$ cat src/rtl/rds_buf_pkg.sv
package rds_buf_pkg;

  localparam int unsigned HOST_W  = 16;
  localparam int unsigned NUM_EVT = 7;

  // block position codes
  localparam logic [1:0] POS_A = 2'd0;
  localparam logic [1:0] POS_B = 2'd1;
  localparam logic [1:0] POS_D = 2'd3;

  // error category codes
  localparam logic [1:0] ERR_UNCORR = 2'b11;

  // status bit positions
  localparam int unsigned EV_SYNC  = 0;
  localparam int unsigned EV_GROUP = 1;
  localparam int unsigned EV_FILL  = 2;
  localparam int unsigned EV_RXA   = 3;
  localparam int unsigned EV_RXB   = 4;
  localparam int unsigned EV_CHGA  = 5;
  localparam int unsigned EV_CHGB  = 6;

  // register addresses
  localparam logic [2:0] ADDR_STATUS = 3'd0;
  localparam logic [2:0] ADDR_ENABLE = 3'd1;
  localparam logic [2:0] ADDR_THRESH = 3'd2;
  localparam logic [2:0] ADDR_LEVEL  = 3'd3;
  localparam logic [2:0] ADDR_DATA   = 3'd4;
  localparam logic [2:0] ADDR_TAG    = 3'd5;

  typedef struct packed {
    logic push;
    logic pop;
    logic trackA;
    logic trackB;
  } fifoStrobe_t;

endpackage

$ cat src/rtl/rds_buf_datapath.sv
module rds_buf_datapath
  import rds_buf_pkg::*;
#(
  parameter int unsigned WORD_W         = 16,
  parameter int unsigned GROUPS         = 25,
  parameter int unsigned BLKS_PER_GROUP = 4,
  localparam int unsigned DEPTH         = GROUPS * BLKS_PER_GROUP,
  localparam int unsigned CNT_W         = $clog2(DEPTH + 1),
  localparam int unsigned PTR_W         = $clog2(DEPTH)
) (
  input  logic              clk,
  input  logic              rstN,
  input  fifoStrobe_t       strobe,
  input  logic [WORD_W-1:0] inWord,
  input  logic [1:0]        inPos,
  input  logic [1:0]        inErr,
  output logic [CNT_W-1:0]  level,
  output logic              full,
  output logic              empty,
  output logic [WORD_W-1:0] headWord,
  output logic [1:0]        headPos,
  output logic [1:0]        headErr,
  output logic [1:0]        diff
);

  localparam int unsigned ENT_W = WORD_W + 4;
  localparam logic [PTR_W-1:0] LAST_PTR = PTR_W'(DEPTH - 1);
  localparam logic [CNT_W-1:0] FULL_CNT = CNT_W'(DEPTH);

  logic [ENT_W-1:0] mem [DEPTH];
  logic [PTR_W-1:0] wrPtr;
  logic [PTR_W-1:0] rdPtr;

  function automatic logic [PTR_W-1:0] bump(input logic [PTR_W-1:0] p);
    return (p == LAST_PTR) ? '0 : p + 1'b1;
  endfunction

  always_ff @(posedge clk) begin
    if (strobe.push) mem[wrPtr] <= {inErr, inPos, inWord};
  end

  always_ff @(posedge clk or negedge rstN) begin
    if (!rstN) begin
      wrPtr <= '0;
      rdPtr <= '0;
      level <= '0;
    end else begin
      if (strobe.push) wrPtr <= bump(wrPtr);
      if (strobe.pop)  rdPtr <= bump(rdPtr);
      case ({strobe.push, strobe.pop})
        2'b10:   level <= level + 1'b1;
        2'b01:   level <= level - 1'b1;
        default: ;
      endcase
    end
  end

  assign full  = (level == FULL_CNT);
  assign empty = (level == '0);
  assign {headErr, headPos, headWord} = mem[rdPtr];

  // last correctable word per tracked block type: index 0 = A, 1 = B
  logic [1:0] trackEn;
  assign trackEn = {strobe.trackB, strobe.trackA};

  for (genvar t = 0; t < 2; t++) begin : gTrack
    logic [WORD_W-1:0] lastWord;
    logic              seen;
    always_ff @(posedge clk or negedge rstN) begin
      if (!rstN) begin
        lastWord <= '0;
        seen     <= 1'b0;
      end else if (trackEn[t]) begin
        lastWord <= inWord;
        seen     <= 1'b1;
      end
    end
    assign diff[t] = seen && (lastWord != inWord);
  end

  // storage never exceeds its depth
  p_level_bound_r3: assert property (@(posedge clk) disable iff (!rstN)
    level <= FULL_CNT);

  // no write into a full buffer
  p_no_push_full_r3: assert property (@(posedge clk) disable iff (!rstN)
    strobe.push |-> !full);

  // no pop from an empty buffer
  p_no_pop_empty_r12: assert property (@(posedge clk) disable iff (!rstN)
    strobe.pop |-> !empty);

  // a lone push raises the count by one
  p_level_step_r4: assert property (@(posedge clk) disable iff (!rstN)
    (strobe.push && !strobe.pop) |=> level == $past(level) + 1'b1);

endmodule

$ cat src/rtl/rds_buf_ctrl.sv
module rds_buf_ctrl
  import rds_buf_pkg::*;
#(
  parameter int unsigned BLKS_PER_GROUP = 4,
  parameter int unsigned CNT_W          = 7
) (
  input  logic              clk,
  input  logic              rstN,
  input  logic              blkValid,
  input  logic [1:0]        blkPos,
  input  logic [1:0]        blkErr,
  input  logic              syncIn,
  input  logic [2:0]        hostAddr,
  input  logic              hostWrEn,
  input  logic [HOST_W-1:0] hostWrData,
  input  logic              hostRdEn,
  input  logic [CNT_W-1:0]  level,
  input  logic              full,
  input  logic              empty,
  input  logic [HOST_W-1:0] headWord,
  input  logic [1:0]        headPos,
  input  logic [1:0]        headErr,
  input  logic [1:0]        diff,
  output fifoStrobe_t       strobe,
  output logic [HOST_W-1:0] hostRdData,
  output logic              irq
);

  localparam logic [NUM_EVT-1:0] EN_RESET  = NUM_EVT'(3);
  localparam logic [CNT_W-1:0]   THR_RESET = CNT_W'(BLKS_PER_GROUP);

  logic [NUM_EVT-1:0] status;
  logic [NUM_EVT-1:0] enable;
  logic [CNT_W-1:0]   thresh;
  logic               ovf;
  logic               syncQ;

  logic               correctable;
  logic [CNT_W:0]     newLevel;
  logic [NUM_EVT-1:0] evt;
  logic [NUM_EVT-1:0] clr;
  logic               wrStatus;
  logic               wrLevel;
  logic               unusedBits;

  assign correctable   = (blkErr != ERR_UNCORR);
  assign strobe.push   = blkValid && !full;
  assign strobe.pop    = hostRdEn && (hostAddr == ADDR_DATA) && !empty;
  assign strobe.trackA = blkValid && (blkPos == POS_A) && correctable;
  assign strobe.trackB = blkValid && (blkPos == POS_B) && correctable;

  assign newLevel = {1'b0, level} + (CNT_W+1)'(strobe.push) - (CNT_W+1)'(strobe.pop);

  always_comb begin
    evt           = '0;
    evt[EV_SYNC]  = syncIn && !syncQ;
    evt[EV_GROUP] = strobe.push && (blkPos == POS_D);
    evt[EV_FILL]  = strobe.push && (newLevel >= {1'b0, thresh});
    evt[EV_RXA]   = blkValid && (blkPos == POS_A);
    evt[EV_RXB]   = blkValid && (blkPos == POS_B);
    evt[EV_CHGA]  = strobe.trackA && diff[0];
    evt[EV_CHGB]  = strobe.trackB && diff[1];
  end

  assign wrStatus   = hostWrEn && (hostAddr == ADDR_STATUS);
  assign wrLevel    = hostWrEn && (hostAddr == ADDR_LEVEL);
  assign clr        = wrStatus ? hostWrData[NUM_EVT-1:0] : '0;
  assign unusedBits = ^hostWrData[HOST_W-1:CNT_W];

  always_ff @(posedge clk or negedge rstN) begin
    if (!rstN) begin
      status <= '0;
      enable <= EN_RESET;
      thresh <= THR_RESET;
      ovf    <= 1'b0;
      syncQ  <= 1'b0;
    end else begin
      status <= (status & ~clr) | evt;
      ovf    <= (blkValid && full) || (ovf && !wrLevel);
      syncQ  <= syncIn;
      if (hostWrEn && hostAddr == ADDR_ENABLE) enable <= hostWrData[NUM_EVT-1:0];
      if (hostWrEn && hostAddr == ADDR_THRESH) thresh <= hostWrData[CNT_W-1:0];
    end
  end

  assign irq = |(status & enable);

  always_comb begin
    hostRdData = '0;
    case (hostAddr)
      ADDR_STATUS: hostRdData[NUM_EVT-1:0] = status;
      ADDR_ENABLE: hostRdData[NUM_EVT-1:0] = enable;
      ADDR_THRESH: hostRdData[CNT_W-1:0]   = thresh;
      ADDR_LEVEL: begin
        hostRdData[CNT_W-1:0] = level;
        hostRdData[14]        = ovf;
        hostRdData[15]        = syncQ;
      end
      ADDR_DATA:   hostRdData = empty ? '0 : headWord;
      ADDR_TAG:    hostRdData[4:0] = {empty, headErr, headPos};
      default:     hostRdData = '0;
    endcase
  end

  logic [NUM_EVT-1:0] keepBits;
  assign keepBits = status & ~clr;

  // status bits not cleared stay set
  p_sticky_r10: assert property (@(posedge clk) disable iff (!rstN)
    1'b1 |=> ((status & $past(keepBits)) == $past(keepBits)));

  // a drop at full sets the overflow flag
  p_ovf_set_r3: assert property (@(posedge clk) disable iff (!rstN)
    (blkValid && full) |=> ovf);

  // rising sync raises its status bit
  p_sync_gain_r5: assert property (@(posedge clk) disable iff (!rstN)
    (syncIn && !syncQ) |=> status[EV_SYNC]);

  // a stored D block raises the group bit
  p_group_r6: assert property (@(posedge clk) disable iff (!rstN)
    (blkValid && !full && blkPos == POS_D) |=> status[EV_GROUP]);

  // no line without an enabled pending source
  p_irq_quiet_r11: assert property (@(posedge clk) disable iff (!rstN)
    (enable == '0) |-> !irq);

endmodule

$ cat src/rtl/rds_group_buffer.sv
module rds_group_buffer
  import rds_buf_pkg::*;
#(
  parameter int unsigned GROUPS         = 25,
  parameter int unsigned BLKS_PER_GROUP = 4
) (
  input  logic        clk,
  input  logic        rstN,
  input  logic        blkValid,
  input  logic [15:0] blkWord,
  input  logic [1:0]  blkPos,
  input  logic [1:0]  blkErr,
  input  logic        syncIn,
  input  logic [2:0]  hostAddr,
  input  logic        hostWrEn,
  input  logic [15:0] hostWrData,
  input  logic        hostRdEn,
  output logic [15:0] hostRdData,
  output logic        irq
);

  localparam int unsigned DEPTH = GROUPS * BLKS_PER_GROUP;
  localparam int unsigned CNT_W = $clog2(DEPTH + 1);

  fifoStrobe_t       strobe;
  logic [CNT_W-1:0]  level;
  logic              full;
  logic              empty;
  logic [HOST_W-1:0] headWord;
  logic [1:0]        headPos;
  logic [1:0]        headErr;
  logic [1:0]        diff;

  rds_buf_datapath #(
    .WORD_W(HOST_W), .GROUPS(GROUPS), .BLKS_PER_GROUP(BLKS_PER_GROUP)
  ) u_path (
    .clk(clk), .rstN(rstN), .strobe(strobe),
    .inWord(blkWord), .inPos(blkPos), .inErr(blkErr),
    .level(level), .full(full), .empty(empty),
    .headWord(headWord), .headPos(headPos), .headErr(headErr), .diff(diff)
  );

  rds_buf_ctrl #(
    .BLKS_PER_GROUP(BLKS_PER_GROUP), .CNT_W(CNT_W)
  ) u_ctrl (
    .clk(clk), .rstN(rstN), .blkValid(blkValid), .blkPos(blkPos), .blkErr(blkErr),
    .syncIn(syncIn), .hostAddr(hostAddr), .hostWrEn(hostWrEn), .hostWrData(hostWrData),
    .hostRdEn(hostRdEn), .level(level), .full(full), .empty(empty),
    .headWord(headWord), .headPos(headPos), .headErr(headErr), .diff(diff),
    .strobe(strobe), .hostRdData(hostRdData), .irq(irq)
  );

endmodule

$ cat config.mk
export PLATFORM = sky130hd
export DESIGN_NAME = rds_group_buffer
export DESIGN_NICKNAME = d
export VERILOG_FILES = /design/src/rtl/rds_buf_pkg.sv /design/src/rtl/rds_buf_datapath.sv /design/src/rtl/rds_buf_ctrl.sv /design/src/rtl/rds_group_buffer.sv
export SDC_FILE = /design/constraint.sdc
export NUM_CORES = 2
export LEC_CHECK = 0
export BUFFER_PORTS_ARGS = -buffer_cell sky130_fd_sc_hd__buf_2
export CAP_MARGIN = 20
export CORE_MARGIN = 2
export CORE_UTILIZATION = 35
export CTS_CLUSTER_DIAMETER = 50
export CTS_CLUSTER_SIZE = 16
export DETAILED_ROUTE_END_ITERATION = 8
export GPL_TIMING_DRIVEN = 0
export PLACE_DENSITY_LB_ADDON = 0.1
export SLEW_MARGIN = 30
export SYNTH_ARGS = -nofsm -noshare
export SYNTH_HDL_FRONTEND = slang
export SYNTH_SLANG_ARGS = --single-unit
$ cat constraint.sdc
create_clock -name clk -period 3.9 [get_ports clk]
set_input_delay 0.195 -clock clk [delete_from_list [all_inputs] [get_ports clk]]
set_output_delay 0.195 -clock clk [all_outputs]
set_load 0.005 [all_outputs]
==> summary.txt <==
most frequent cells in the layout - edfxtp_1 (2000), mux4_2 (564), clkbuf_16 (225), buf_16 (195), buf_4 (136)
clock-pin slew on the worst setup and hold paths - 0.07 ns
dpl cells - 6954
multi-input logic area - 19800 sq um
worst endpoint required time - 3.70 ns
DR pass1 iterations - 7
share of layout cells above drive strength 1 - 0.411
Worst R2R Path Depth - 12
CP cell instances - buf_6 -> buf_12 -> buf_4 -> buf_12 -> buf_16 -> buf_16 -> mux4_2 -> mux4_2 -> a22oi_2 -> nand3_1 -> nand2_2 -> a21oi_4 -> buf_6
routed via count - 44575
Final nets - 4447
DRC errors left - 0
Synth warnings - 0
RSZ-0062 raised after global routing - yes
setup TNS - -8.57 ns
post-synth cell types - 67
final hold violation count - 0
Seq/Total Area, Yosys - 0.766
Clock Tree Root - clkbuf_16
fin worst setup slack - -0.643 ns
EDFF count, synth - 2000
reported max-cap violation count - 0
fin util - 0.452
Sequential Power Share - 0.344
# IOs - 62
Comb pwr share - 0.352
register area - 62000 sq um
mapped cell area - 81000 sq um
GP Congestion - 0.903
fin. max-slew vios - 0
Routed WL - 313000 microns
DRT iter0 DRCs - 6899
Clk pwr share - 0.304
CP max FO - 6
GRT Overall Usage - 0.264
CP Class - flip-flop to output port
maximum vdd drop - 600 uV
failing checks - negative setup slack
Die Y - 485 microns
Site Rows - 176
Hold Path Class - input port to flip-flop
Mapped Nets - 3738
area leader, netlist - edfxtp_1
Lkg Pwr - 0.0334 uW
Cell Int Power - 48900 uW
antenna viol nets, final - 0
pwr dens - 707 nW/um^2
Port Buffers - 52
fin crit share - 1.16
Synth Area per Inst - 22.1 sq um
Inserted Clock Buffers - 222
minimum clock period - 4.54 ns
final non-filler cell total - 7605
Worst Skew - 0.0545 ns
vias in the first global route - 42800
Synth Register Bits - 2078
H-tree Lvls - 4
Die X - 485 microns
WHS Path Cells - 6
Rel. slew slack - 0.293
Initial Util - 0.352
asr flop ratio synth - 0.0375
Most used DFF post-synth - edfxtp_1
Worst Setup Start Kind - flip-flop
Layout area overhead - 28.5%
critical path arrival - 4.35 ns
worst skew pair latency - 0.91 ns
largest net degree at the start of global routing - 89
status - complete, but fails checks
highest clock rate - 220 MHz
Mapped Cells - 3666
slew at the pin closest to its max-slew limit - 1.06 ns
CP peak stage delay - 0.53 ns
sw frac - 0.335
full die area - 235000 sq um
Core Region - 230000 sq um
Avg WL per Cell - 41.1 microns
Synth area leaders - edfxtp_1 (74%), mux4_2 (16%), dfrtp_1 (2.3%)
total grt overflow - 0
Slowest-stage cell, CP - mux4_2
fill count - 19089
switching power - 24700 uW
CTS Sinks - 2078
Finish-stage setup viols - 23
post-DR vias/cell - 5.86
CTS tree - built
commonest non-fill, non-tap cell in the layout - edfxtp_1
post-synth top area share - 0.742
crit end category - output port
first-pass GRT wire length - 411000 microns
initial antenna violation count - 9
clock buffer depth - 3
DPL Wire Length - 215000 microns
pre-CTS setup slack - -1.39 ns
routing by layer:
layer  GRT usage  wire [microns]  vias up
met5           0              11        -
met4      0.0977           13500        2
met3      0.0542           26400      554
met2       0.418          147000     2475
met1       0.360          126000    24534
li1            -               -    17010
path summary, 6_finish.rpt:
kind	start	slack [ns]	to
setup / recovery	u_path.rdPtr[0]$_DFFE_PN0P_	-0.64	hostRdData[9]
hold / removal	hostAddr[2]	0.10	u_ctrl.ovf$_DFF_PN0_
setup reg to reg	u_path.level[2]$_DFFE_PN0N_	-0.01	u_path.mem[76][11]$_DFFE_PP_
hold reg to reg	u_path.gTrack[1].seen$_DFFE_PN0P_	0.47	u_path.gTrack[1].seen$_DFFE_PN0P_
max in group asynchronous	rstN	3.23	u_ctrl.enable[1]$_DFFE_PN1P_
min in group asynchronous	rstN	0.40	u_ctrl.enable[0]$_DFFE_PN1P_
critical path: cells and delay by family (launching register included):
kind            cells  cell delay, ns
compound gates      2            0.62
buf+inv             7            1.00
flops               1            0.37
mux                 2            1.02
simple gates        2            0.41
repair_timing:
item,4_1_cts,5_1_grt
endpoints found under the hold margin,1807,0
setup endpoints to repair,1083,178
cloned,6,0
hold buffers,39,0
pin swaps,52,66
setup buffers,110,78
gates resized for setup,507,72
cells by family after synthesis:
| family | count (synthesis) | synth area share |
|---|---|---|
| flops | 2078 | 0.766 |
| simple gates | 406 | 0.0226 |
| compound gates | 233 | 0.0201 |
| buf+inv | 220 | 0.0135 |
| xor+xnor | 49 | 0.00530 |
| fa+ha+maj | 27 | 0.00436 |
| mux | 653 | 0.168 |
cells in the mapped netlist (5+ instances only):
| cell type | count |
|---|---|
| o2111ai_1 | 5 |
| a2111oi_0 | 7 |
| nor2_1 | 146 |
| nand4_1 | 10 |
| ha_1 | 25 |
| nor3b_1 | 5 |
| a21oi_1 | 47 |
| nor3_1 | 19 |
| o22ai_1 | 11 |
| a31oi_1 | 12 |
| and2_1 | 6 |
| nand3_1 | 28 |
| xor2_1 | 38 |
| a22o_1 | 18 |
| nand2_1 | 122 |
| mux2i_1 | 51 |
| buf_4 | 23 |
| nand2b_1 | 17 |
| a221oi_1 | 18 |
| a211oi_1 | 8 |
| mux2_2 | 38 |
| buf_2 | 41 |
| nor4_1 | 13 |
| nor2b_1 | 25 |
| buf_1 | 17 |
| o21ai_0 | 31 |
| xnor2_1 | 11 |
| a22oi_1 | 31 |
| clkbuf_1 | 95 |
| mux4_2 | 564 |
| buf_6 | 17 |
| edfxtp_1 | 2000 |
| inv_1 | 25 |
| a21o_1 | 6 |
| dfrtp_1 | 75 |
flip-flops by register name, summed over array words and instances, names as in the netlist:
signal and flops:
u_ctrl.enable 7, u_ctrl.ovf 1, u_ctrl.status 7, u_ctrl.syncQ 1, u_ctrl.thresh 7, u_path.gTrack.lastWord 32
u_path.gTrack.seen 2, u_path.level 7, u_path.mem 2000, u_path.rdPtr 7, u_path.wrPtr 7
power by group through the flow:
stage                     combinational (uW)  sequential (uW)  clock (uW)
after floorplan                        10800            25700           0
after global placement                 19700            25800           0
after detailed placement               20700            25800           0
after CTS                              24800            25300       22800
after global routing                   26400            25300       23600
final                                  25900            25300       22400
through the flow:
| step | hold WS [ns] | total power (uW) | area (sq um) |
|---|---|---|---|
| final | 0.101 | 73600 | 104000 |
| after global routing | 0.0984 | 75300 | 104000 |
| after CTS | 0.0101 | 72900 | 103000 |
| after detailed placement | 0.156 | 46500 | 91400 |
| after global placement | 0.320 | 45500 | 85100 |
| after floorplan | -0.101 | 36500 | 81000 |
final cells by class:
class / instances / area share
well taps: 3026 / 0.0364
diodes: 7 / 0.000168
clock buffers: 234 / 0.0542
clock inverters: 187 / 0.0207
plain buffers: 188 / 0.0216
inverters: 27 / 0.00106
repair buffers: 490 / 0.0795
flip-flops and latches: 2078 / 0.596
multi-input cells: 1368 / 0.190
(Power assumes the default switching activity.)
